<file path="src/rtl/bp_pkg.sv">
package bp_pkg;

  typedef enum logic [1:0] {
    ST_IDLE = 2'd0,
    ST_LEAD = 2'd1,
    ST_RUN  = 2'd2
  } bp_state_e;

  // bit 0 = first mode pin, bit 1 = second mode pin
  typedef enum logic [1:0] {
    MD_NORMAL = 2'b00,
    MD_RSV_A  = 2'b01,
    MD_FTEST  = 2'b10,
    MD_RSV_B  = 2'b11
  } bp_mode_e;

  function automatic bp_mode_e decode_mode(input logic [1:0] pins);
    return bp_mode_e'(pins);
  endfunction

  // transmit-clock cycles in the flush tail: two bits per symbol
  function automatic int unsigned tail_cycles(input int unsigned syms);
    return 2 * syms;
  endfunction

  // largest positive two's-complement value of a w-bit word
  function automatic logic [31:0] full_scale_pos(input int unsigned w);
    return (32'd1 << (w - 1)) - 32'd1;
  endfunction

endpackage

</file>
<file path="src/rtl/bp_sync.sv">
module bp_sync #(
  parameter int unsigned STAGES = 2
) (
  input  logic clk,
  input  logic rst_n,
  input  logic d,
  output logic q
);
  logic [STAGES-1:0] chain;

  generate
    if (STAGES == 1) begin : g_one
      always_ff @(posedge clk or negedge rst_n) begin
        if (!rst_n) chain <= '0;
        else        chain <= d;
      end
    end else begin : g_many
      always_ff @(posedge clk or negedge rst_n) begin
        if (!rst_n) chain <= '0;
        else        chain <= {chain[STAGES-2:0], d};
      end
    end
  endgenerate

  assign q = chain[STAGES-1];
endmodule

</file>
<file path="src/rtl/bp_txclk_gen.sv">
module bp_txclk_gen #(
  parameter int unsigned DIV = 2
) (
  input  logic clk,
  input  logic rst_n,
  input  logic run,
  output logic tx_clk,
  output logic fall_evt,
  output logic cyc_end
);
  localparam int unsigned HALF = DIV / 2;
  localparam int unsigned PW   = (DIV > 1) ? $clog2(DIV) : 1;
  localparam logic [PW-1:0] PH_LAST = PW'(DIV - 1);
  localparam logic [PW-1:0] PH_FALL = PW'(HALF - 1);
  localparam logic [PW-1:0] PH_HALF = PW'(HALF);

  logic [PW-1:0] ph;

  always_ff @(posedge clk or negedge rst_n) begin
    if (!rst_n)                      ph <= '0;
    else if (!run || ph == PH_LAST)  ph <= '0;
    else                             ph <= ph + 1'b1;
  end

  // high half first; the edge leaving the high half is the capture edge
  assign tx_clk   = run && (ph < PH_HALF);
  assign fall_evt = run && (ph == PH_FALL);
  assign cyc_end  = run && (ph == PH_LAST);
endmodule

</file>
<file path="src/rtl/bp_dibit_shift.sv">
module bp_dibit_shift (
  input  logic       clk,
  input  logic       rst_n,
  input  logic       clr,
  input  logic       sample,
  input  logic       bit_in,
  input  logic       emit_en,
  output logic       sym_valid,
  output logic [1:0] sym_dibit,
  output logic       at_boundary
);
  logic half_q;
  logic first_q;

  always_ff @(posedge clk or negedge rst_n) begin
    if (!rst_n) begin
      half_q    <= 1'b0;
      first_q   <= 1'b0;
      sym_valid <= 1'b0;
      sym_dibit <= 2'b00;
    end else begin
      sym_valid <= 1'b0;
      if (clr) begin
        half_q <= 1'b0;
      end else if (sample) begin
        if (!half_q) begin
          first_q <= bit_in;
          half_q  <= 1'b1;
        end else begin
          sym_dibit <= {first_q, bit_in};
          sym_valid <= emit_en;
          half_q    <= 1'b0;
        end
      end
    end
  end

  assign at_boundary = !half_q;
endmodule

</file>
<file path="src/rtl/bp_mode_dec.sv">
module bp_mode_dec
  import bp_pkg::*;
#(
  parameter int unsigned IQ_W = 10
) (
  input  logic [1:0]      mode_pins,
  input  logic            asleep,
  output logic            mod_en,
  output logic            static_en,
  output logic [IQ_W-1:0] static_i,
  output logic [IQ_W-1:0] static_q
);
  localparam logic [IQ_W-1:0] FS_POS = IQ_W'(full_scale_pos(IQ_W));

  always_comb begin
    mod_en    = 1'b0;
    static_en = 1'b0;
    unique case (decode_mode(mode_pins))
      MD_NORMAL: mod_en    = !asleep;
      MD_FTEST:  static_en = !asleep;
      default:   ;
    endcase
  end

  assign static_i = '0;
  assign static_q = static_en ? FS_POS : '0;
endmodule

</file>
<file path="src/rtl/burst_port_ctrl.sv">
module burst_port_ctrl
  import bp_pkg::*;
#(
  parameter int unsigned CLK_DIV     = 2,
  parameter int unsigned SYNC_STAGES = 2,
  parameter int unsigned LEAD_CYC    = 2,
  parameter int unsigned TAIL_SYMS   = 4,
  parameter int unsigned IQ_W        = 10
) (
  input  logic            clk,
  input  logic            rst_n,
  input  logic            pwr_on,
  input  logic            burst_en,
  input  logic [1:0]      mode_sel,
  input  logic            tx_data,
  output logic            ready,
  output logic            tx_clk,
  output logic            sym_valid,
  output logic [1:0]      sym_dibit,
  output logic            burst_active,
  output logic            out_off,
  output logic            mod_en,
  output logic            static_iq_en,
  output logic [IQ_W-1:0] static_i,
  output logic [IQ_W-1:0] static_q
);
  localparam int unsigned TAIL_CYC = tail_cycles(TAIL_SYMS);
  localparam int unsigned TW       = $clog2(TAIL_CYC + 1);
  localparam int unsigned LW       = $clog2(LEAD_CYC + 1);
  localparam logic [LW-1:0] LEAD_LAST = LW'(LEAD_CYC - 1);
  localparam logic [TW-1:0] TAIL_INIT = TW'(TAIL_CYC);
  localparam logic [TW-1:0] TAIL_ONE  = TW'(1);

  bp_state_e     state;
  logic [LW-1:0] lead_cnt;
  logic [TW-1:0] tail_left;
  logic          stop_pend;
  logic          tail_q;
  logic          sleep_q;
  logic          en_s;
  logic          en_d;

  // named internal events
  logic start_evt;
  logic run;
  logic fall_evt;
  logic cyc_end;
  logic at_boundary;
  logic emit_en;

  bp_sync #(.STAGES(SYNC_STAGES)) u_sync (
    .clk(clk), .rst_n(rst_n), .d(burst_en), .q(en_s)
  );

  always_ff @(posedge clk or negedge rst_n) begin
    if (!rst_n) begin
      en_d    <= 1'b0;
      sleep_q <= 1'b0;
    end else begin
      en_d    <= en_s;
      sleep_q <= !pwr_on;
    end
  end

  assign start_evt = en_s && !en_d && !sleep_q;
  assign run       = (state == ST_RUN);

  always_ff @(posedge clk or negedge rst_n) begin
    if (!rst_n) begin
      state     <= ST_IDLE;
      lead_cnt  <= '0;
      tail_left <= '0;
      stop_pend <= 1'b0;
      tail_q    <= 1'b0;
    end else if (!pwr_on) begin
      state     <= ST_IDLE;
      lead_cnt  <= '0;
      tail_left <= '0;
      stop_pend <= 1'b0;
      tail_q    <= 1'b0;
    end else begin
      unique case (state)
        ST_IDLE: begin
          if (start_evt) begin
            state     <= ST_LEAD;
            lead_cnt  <= '0;
            stop_pend <= 1'b0;
            tail_q    <= 1'b0;
          end
        end
        ST_LEAD: begin
          if (!en_s) stop_pend <= 1'b1;
          if (lead_cnt == LEAD_LAST) state <= ST_RUN;
          else                       lead_cnt <= lead_cnt + 1'b1;
        end
        ST_RUN: begin
          if (!en_s && !tail_q) stop_pend <= 1'b1;
          if (cyc_end) begin
            if (tail_q) begin
              if (tail_left == TAIL_ONE) begin
                state  <= ST_IDLE;
                tail_q <= 1'b0;
              end else begin
                tail_left <= tail_left - 1'b1;
              end
            end else if (at_boundary && stop_pend) begin
              tail_q    <= 1'b1;
              tail_left <= TAIL_INIT;
            end
          end
        end
        default: state <= ST_IDLE;
      endcase
    end
  end

  bp_txclk_gen #(.DIV(CLK_DIV)) u_clkgen (
    .clk(clk), .rst_n(rst_n), .run(run),
    .tx_clk(tx_clk), .fall_evt(fall_evt), .cyc_end(cyc_end)
  );

  bp_mode_dec #(.IQ_W(IQ_W)) u_mode (
    .mode_pins(mode_sel), .asleep(sleep_q),
    .mod_en(mod_en), .static_en(static_iq_en),
    .static_i(static_i), .static_q(static_q)
  );

  assign emit_en = mod_en && pwr_on;

  bp_dibit_shift u_shift (
    .clk(clk), .rst_n(rst_n), .clr(!run), .sample(fall_evt),
    .bit_in(tx_data), .emit_en(emit_en),
    .sym_valid(sym_valid), .sym_dibit(sym_dibit), .at_boundary(at_boundary)
  );

  assign ready        = (state == ST_IDLE) && !sleep_q;
  assign burst_active = (state != ST_IDLE);
  assign out_off      = sleep_q;
endmodule

</file>
<file path="config.mk">
export PLATFORM = sky130hd
export DESIGN_NAME = burst_port_ctrl
export DESIGN_NICKNAME = d
export VERILOG_FILES = /design/src/rtl/bp_pkg.sv /design/src/rtl/bp_sync.sv /design/src/rtl/bp_txclk_gen.sv /design/src/rtl/bp_dibit_shift.sv /design/src/rtl/bp_mode_dec.sv /design/src/rtl/burst_port_ctrl.sv
export SDC_FILE = /design/constraint.sdc
export NUM_CORES = 1
export LEC_CHECK = 0
export BUFFER_PORTS_ARGS = -buffer_cell sky130_fd_sc_hd__buf_2
export CELL_PAD_IN_SITES_DETAIL_PLACEMENT = 1
export CELL_PAD_IN_SITES_GLOBAL_PLACEMENT = 1
export CORE_UTILIZATION = 41
export CTS_BUF_LIST = sky130_fd_sc_hd__clkbuf_16
export CTS_CLUSTER_SIZE = 30
export DETAILED_ROUTE_END_ITERATION = 8
export PLACE_DENSITY_LB_ADDON = 0.1
export SYNTH_ARGS = -nofsm -noshare
export SYNTH_HDL_FRONTEND = slang
export SYNTH_HIERARCHICAL = 1
export SYNTH_SLANG_ARGS = --single-unit
</file>
<file path="constraint.sdc">
create_clock -name clk -period 4.9 [get_ports clk]
set_input_delay 0.49 -clock clk [delete_from_list [all_inputs] [get_ports clk]]
set_output_delay 0.49 -clock clk [all_outputs]
set_load 0.02 [all_outputs]
</file>
After elaboration in Yosys (flattened, before gate mapping)

Cells that the tools add are included.

Register bits after elaboration: 20
Latch bits: 0
Memory bits (writable): 0
ROM bits: 0
Output and inout port bits: 29
Logic and storage cells: 105
Memories kept: 0

Add/sub/neg operators: 3
Multipliers: 0
Div/mod/pow operators: 0
$lt $le $gt $ge: 1
Equality and inequality tests: 21
Shift operators: 0
Multiplexer cells: 38
Bitwise logic cells: 2
Reductions and logical operators: 27

Operators by type and width:

| cell                                              | number |
|---|---|
| != test 3 bit (second input constant)             | 9 |
| 2-to-1 mux 4 bit                                  | 6 |
| 2-to-1 mux 1 bit                                  | 18 |
| 2-to-1 mux 2 bit                                  | 9 |
| AND reduction 3 bit                               | 4 |
| logical AND 1 bit                                 | 9 |
| 2-to-1 mux 9 bit                                  | 1 |
| != test 3 x 1 -> 1 bit (second input constant)    | 3 |
| AND reduction 4 bit                               | 2 |
| logical NOT 1 bit                                 | 7 |
| one-hot mux 2 bit (3 select lines)                | 1 |
| AND reduction 5 bit                               | 1 |
| == test 2 x 1 -> 1 bit (second input constant)    | 2 |
| == test 2 bit (second input constant)             | 2 |
| == test 4 x 1 -> 1 bit (second input constant)    | 1 |
| logical NOT 2 bit                                 | 2 |
| != test 2 x 1 -> 1 bit (second input constant)    | 2 |
| != test 4 x 1 -> 1 bit (second input constant)    | 1 |
| one-hot mux 2 bit (2 select lines)                | 1 |
| subtractor 4 x 1 -> 4 bit (second input constant) | 1 |
| one-hot mux 1 bit (3 select lines)                | 1 |
| adder 2 x 1 -> 2 bit (second input constant)      | 1 |
| != test 2 bit (second input constant)             | 1 |
| inverter 1 bit                                    | 2 |
| 5 further kinds                                   | 5 |

Longest topological paths before layout

Depth after elaboration: 7
Mapped depth: 7
Depth with buffers taken out: 7

Hierarchy

Netlist, hierarchy kept.

Modules (own cells, without submodules):

| module          | instances | cells each | area each (um^2) | sequential area each (um^2) |
|---|---|---|---|---|
| burst_port_ctrl | 1         | 81         | 773.2            | 300.3 |
| bp_dibit_shift  | 1         | 15         | 197.7            | 125.1 |
| bp_mode_dec     | 1         | 23         | 176.4            | 0.0 |
| bp_sync         | 1         | 2          | 50.0             | 50.0 |
| bp_txclk_gen    | 1         | 4          | 48.8             | 25.0 |

Worst setup path before layout

No wires, ideal clock.

Path kind: register -> output
Start point: register sleep_q (netlist: out_off)
End point: output port static_q[0]
Arrival time: 1,385 ps
Setup slack: 3,025 ps
Cell stages (with the launch flop): 3
Cell sequence: dfrtp_1 nor3b_2 buf_4

Cells in the longest elaborated chain, start to end: 3

RTL lines:

| item                     | RTL line              | RTL |
|---|---|---|
| start: declaration       | burst_port_ctrl.sv:39 | `logic sleep_q;` |
| start signal: assignment | burst_port_ctrl.sv:61 | `sleep_q <= !pwr_on;` |
| logical NOT 1 bit        | bp_mode_dec.sv:20     | `MD_FTEST: static_en = !asleep;` |
| 2-to-1 mux 1 bit         | bp_mode_dec.sv:18     | `unique case (decode_mode(mode_pins))` |
| via static_iq_en         | burst_port_ctrl.sv:23 | `output logic static_iq_en,` |
| 2-to-1 mux 9 bit         | bp_mode_dec.sv:26     | `assign static_q = static_en ? FS_POS : '0;` |
| end: declaration         | burst_port_ctrl.sv:25 | `output logic [IQ_W-1:0] static_q` |

The timed path passes the listed nets, and every way through them passes these cells.

Final worst setup path

Start point: register state[0]
End point: output port tx_clk

Cells in the longest elaborated chain, start to end: 2

RTL lines:

| item                     | RTL line              | RTL |
|---|---|---|
| start: declaration       | burst_port_ctrl.sv:34 | `bp_state_e state;` |
| start signal: assignment | burst_port_ctrl.sv:70 | `state <= ST_IDLE;` |
| start signal: assignment | burst_port_ctrl.sv:76 | `state <= ST_IDLE;` |
| start signal: assignment | burst_port_ctrl.sv:85 | `state <= ST_LEAD;` |
| == test 2 bit            | burst_port_ctrl.sv:66 | `assign run = (state == ST_RUN);` |
| via run                  | burst_port_ctrl.sv:45 | `logic run;` |
| logical AND 1 bit        | bp_txclk_gen.sv:26    | `assign tx_clk = run && (ph < PH_HALF);` |
| end: declaration         | burst_port_ctrl.sv:17 | `output logic tx_clk,` |

The timed path passes the listed nets, and every way through them passes these cells.

==> metrics.md <==
| Metric | Value |
|---|---|
| CTS resizes | `0` |
| DRT antenna net count | `0` |
| Fin. Hold Viols | `0` |
| Crit path max fanout | `8` |
| Largest family of logic cells by synthesized area | `buffers and inverters` |
| Synth area leader | `dfrtp_1` |
| Largest net degree at the start of global routing | `21` |
| Number of buffers created by CTS | `3` |
| First-pass GRT wire length | `approximately 4200 um` |
| Clk sinks | `20` |
| CTS root buf | `clkbuf_16` |
| Fin. max-slew vios | `0` |
| GRT Overall Usage | `between 15 and 20%` |
| Vias per cell | `5.304` |
| Post-CTS setup buffer count | `0` |
| Critical path's slowest cell | `dfrtp_1` |
| Status | `complete, but fails checks` |
| Number of global-route vias before repair | `978` |
| Post-Synth XOR/XNOR Area | `0.7028%` |
| DRT iter0 DRCs | `13` |
| Synth warn | `6` |
| H-tree Lvls | `1` |
| DRC viols | `11` |
| Hold WC Path Type | `in -> async` |
| Die Height | `57.13 um` |
| Setup TNS | `0 ns` |
| CTS Hold Bufs | `0` |
| Layout cell share with drive strength beyond 1 | `between 20% and 30%` |
| Syn Inst Count | `125` |
| Compound-Gate Fraction of Synth Area | `11.65%` |
| Detailed Route WL | `2485 um` |
| Port-buffer cells | `24` |
| Grt total ovfl | `0` |
| Via count | `about 910` |
| Power per cell area | `464.1 nW/um^2` |
| HPWL after DPL | `1912 um` |
| Top Ports | `36` |
| Post-synth EDFFs | `0` |
| Adder-cell share of the synthesized area | `under 10%` |
| Flops & latches, synth | `20` |
| DRT Pass-1 Iters | `6` |
| CP peak stage delay | `0.41 ns` |
| Critical path required time | `4.41 ns` |
| Fin crit share | `41.05%` |
| Main synth FF type | `dfrtp_1` |
| Worst path top cell family by delay | `flip-flops` |
| Crit end category | `output port` |
| Synth unique cells | `38` |
| FMAX | `~500 MHz` |
| Post-Syn Area | `between 1000 and 1500 sq um` |
| Area growth from synthesis to layout | `8.735%` |
| Bufs on Longest Clock Path | `2` |
| Clock-pin slew on the worst setup and hold paths | `0.05 ns` |
| CTS tree | `yes` |
| Worst path arrival time | `~1.5 ns` |
| Area share of the largest cell type after synthesis | `around two fifths` |
| Failing checks | `design-rule violations` |
| Core area | `between 2000 and 3000 sq um` |
| Final GP Congestion | `0.8022` |
| Initial antenna violation count | `0` |
| CP bufs+invs | `2` |
| Asr flop ratio synth | `100.0%` |
| MaxCap Viol Count | `0` |
| Fin crit period | `2.012 ns` |
| Final Skew | `0.002871 ns` |
| Synth area leaders | `dfrtp_1, buf_4, ha_1` |
| Die span in x | `57.13 um` |
| Nets@finish | `approximately 160` |
| Synth Area in Simple Gates | `16.47%` |
| Hold WS | `0.1944 ns` |
| RSZ-0062 raised after global routing | `no` |
| Leakage Power | `0.6626 nW` |
| VDD IR max | `0.0002322 V` |
| Setup violators final | `0` |
| Worst skew pair latency | `roughly 0.25 ns` |
| Critical Path, Cell by Cell | `inv_1, ha_1, and2b_2, buf_2` |
| Die ar. | `~3300 sq um` |
| Mux cell area share after synthesis | `6.727%` |
| Startpoint types | `flop` |
| Rows | `19` |
| WS Path Type | `reg -> out` |
| Syn avg cell area | `9.970 sq um` |
| Sequential area share after synthesis | `about two fifths` |
| N_diodes | `0` |
| Starting Density | `44.05%` |
| Routed len/inst | `14.53 um` |
==> placed cells by master, fill, tap and decap left out, drive strengths merged, types with 5 or more instances in the layout <==
cell type	count
nor2	8
mux2i	5
ha	7
nand2	7
conb	11
dfrtp	20
buf	24
inv	13
==> cell type report <==
cell class              instances  area (sq um)
repair buffers                 24         120.1
flip-flops and latches         20         500.5
fillers                       343          1474
clock buffers                   3         75.07
inverters                      13         48.80
multi-input cells              80         571.8
well taps                      31         38.79
==> metrics by stage <==
| stage | setup WS, ns | util [%] | instance area, sq um | total power [W] | cells |
|---|---|---|---|---|---|
| final | 2.888 | 47.90 | 1355 | 0.0006289 | 171 |
| after floorplan | 3.025 | - | 1284 | 0.0004143 | 135 |
| after global routing | 2.793 | 47.90 | 1355 | 0.0006723 | 171 |
| after CTS | 2.879 | 47.90 | 1355 | 0.0006358 | 171 |
| after global placement | 3.081 | 45.25 | 1280 | 0.0004547 | 168 |
| after detailed placement | 2.944 | 45.25 | 1280 | 0.0004684 | 168 |
==> power by group <==
group / switching, W / leakage (nW) / internal [W] / total (W)
combinational: 0.000152 / 0.362 / 0.0000966 / 0.000249
clock: 0.0000554 / 0.0370 / 0.000107 / 0.000163
sequential: 0.0000248 / 0.263 / 0.000192 / 0.000217
total: 0.000233 / 0.663 / 0.000396 / 0.000629
==> kinds of logic (layout without fill, tap and decap cells) <==
kind of cell,after synthesis,after routing
mux,8,8
flops,20,20
buf+inv,35,40
fa+ha+maj,7,7
other cells,1,11
simple gates,34,34
compound gates,19,19
xor+xnor,1,1
==> sequential cells by signal, indices dropped and copies added, names as in the netlist <==
signal,flops
state,2
tail_q,1
tail_left,4
u_sync/chain,2
u_shift/sym_valid,1
u_shift/half_q,1
out_off,1
u_shift/sym_dibit,2
u_shift/first_q,1
lead_cnt,2
en_d,1
stop_pend,1
u_clkgen/ph,1
==> path summary, 6_finish.rpt <==
check                                     startpoint                         to  slack (ns)  depth (start not counted)
min in group clk                            burst_en  u_sync/chain[0]$_DFF_PN0_        0.35                          1
hold reg to reg            u_sync/chain[0]$_DFF_PN0_  u_sync/chain[1]$_DFF_PN0_        0.35                          0
max in group asynchronous                      rst_n       state[0]$_DFFE_PN0P_        4.39                          1
setup / recovery                state[0]$_DFFE_PN0P_                     tx_clk        2.89                          4
hold / removal                                 rst_n             en_d$_DFF_PN0_        0.19                          1
setup reg to reg                state[0]$_DFFE_PN0P_       state[0]$_DFFE_PN0P_        2.91                          7
==> cell usage after synthesis (2+ instances only) <==
master / instances
a311oi_1: 2
nor2_1: 7
inv_1: 12
a22o_1: 2
nor3b_2: 2
o31ai_1: 3
mux2_2: 3
nand4_1: 2
a31oi_1: 2
dfrtp_1: 20
buf_4: 21
mux2i_1: 5
nand2_1: 7
and2_1: 2
a21oi_1: 2
o21ai_0: 3
ha_1: 7
nor2b_1: 3
==> layer usage <==
layer | up-vias | global-route usage (%) | wire length [um]
li1 | 424 | - | -
met3 | 2 | 3.628 | 114
met4 | 0 | 4.878 | 17
met5 | - | 0 | 0
met1 | 448 | 18.95 | 1111
met2 | 33 | 31.93 | 1242
No activity file was read; power rests on OpenSTA's default activity.
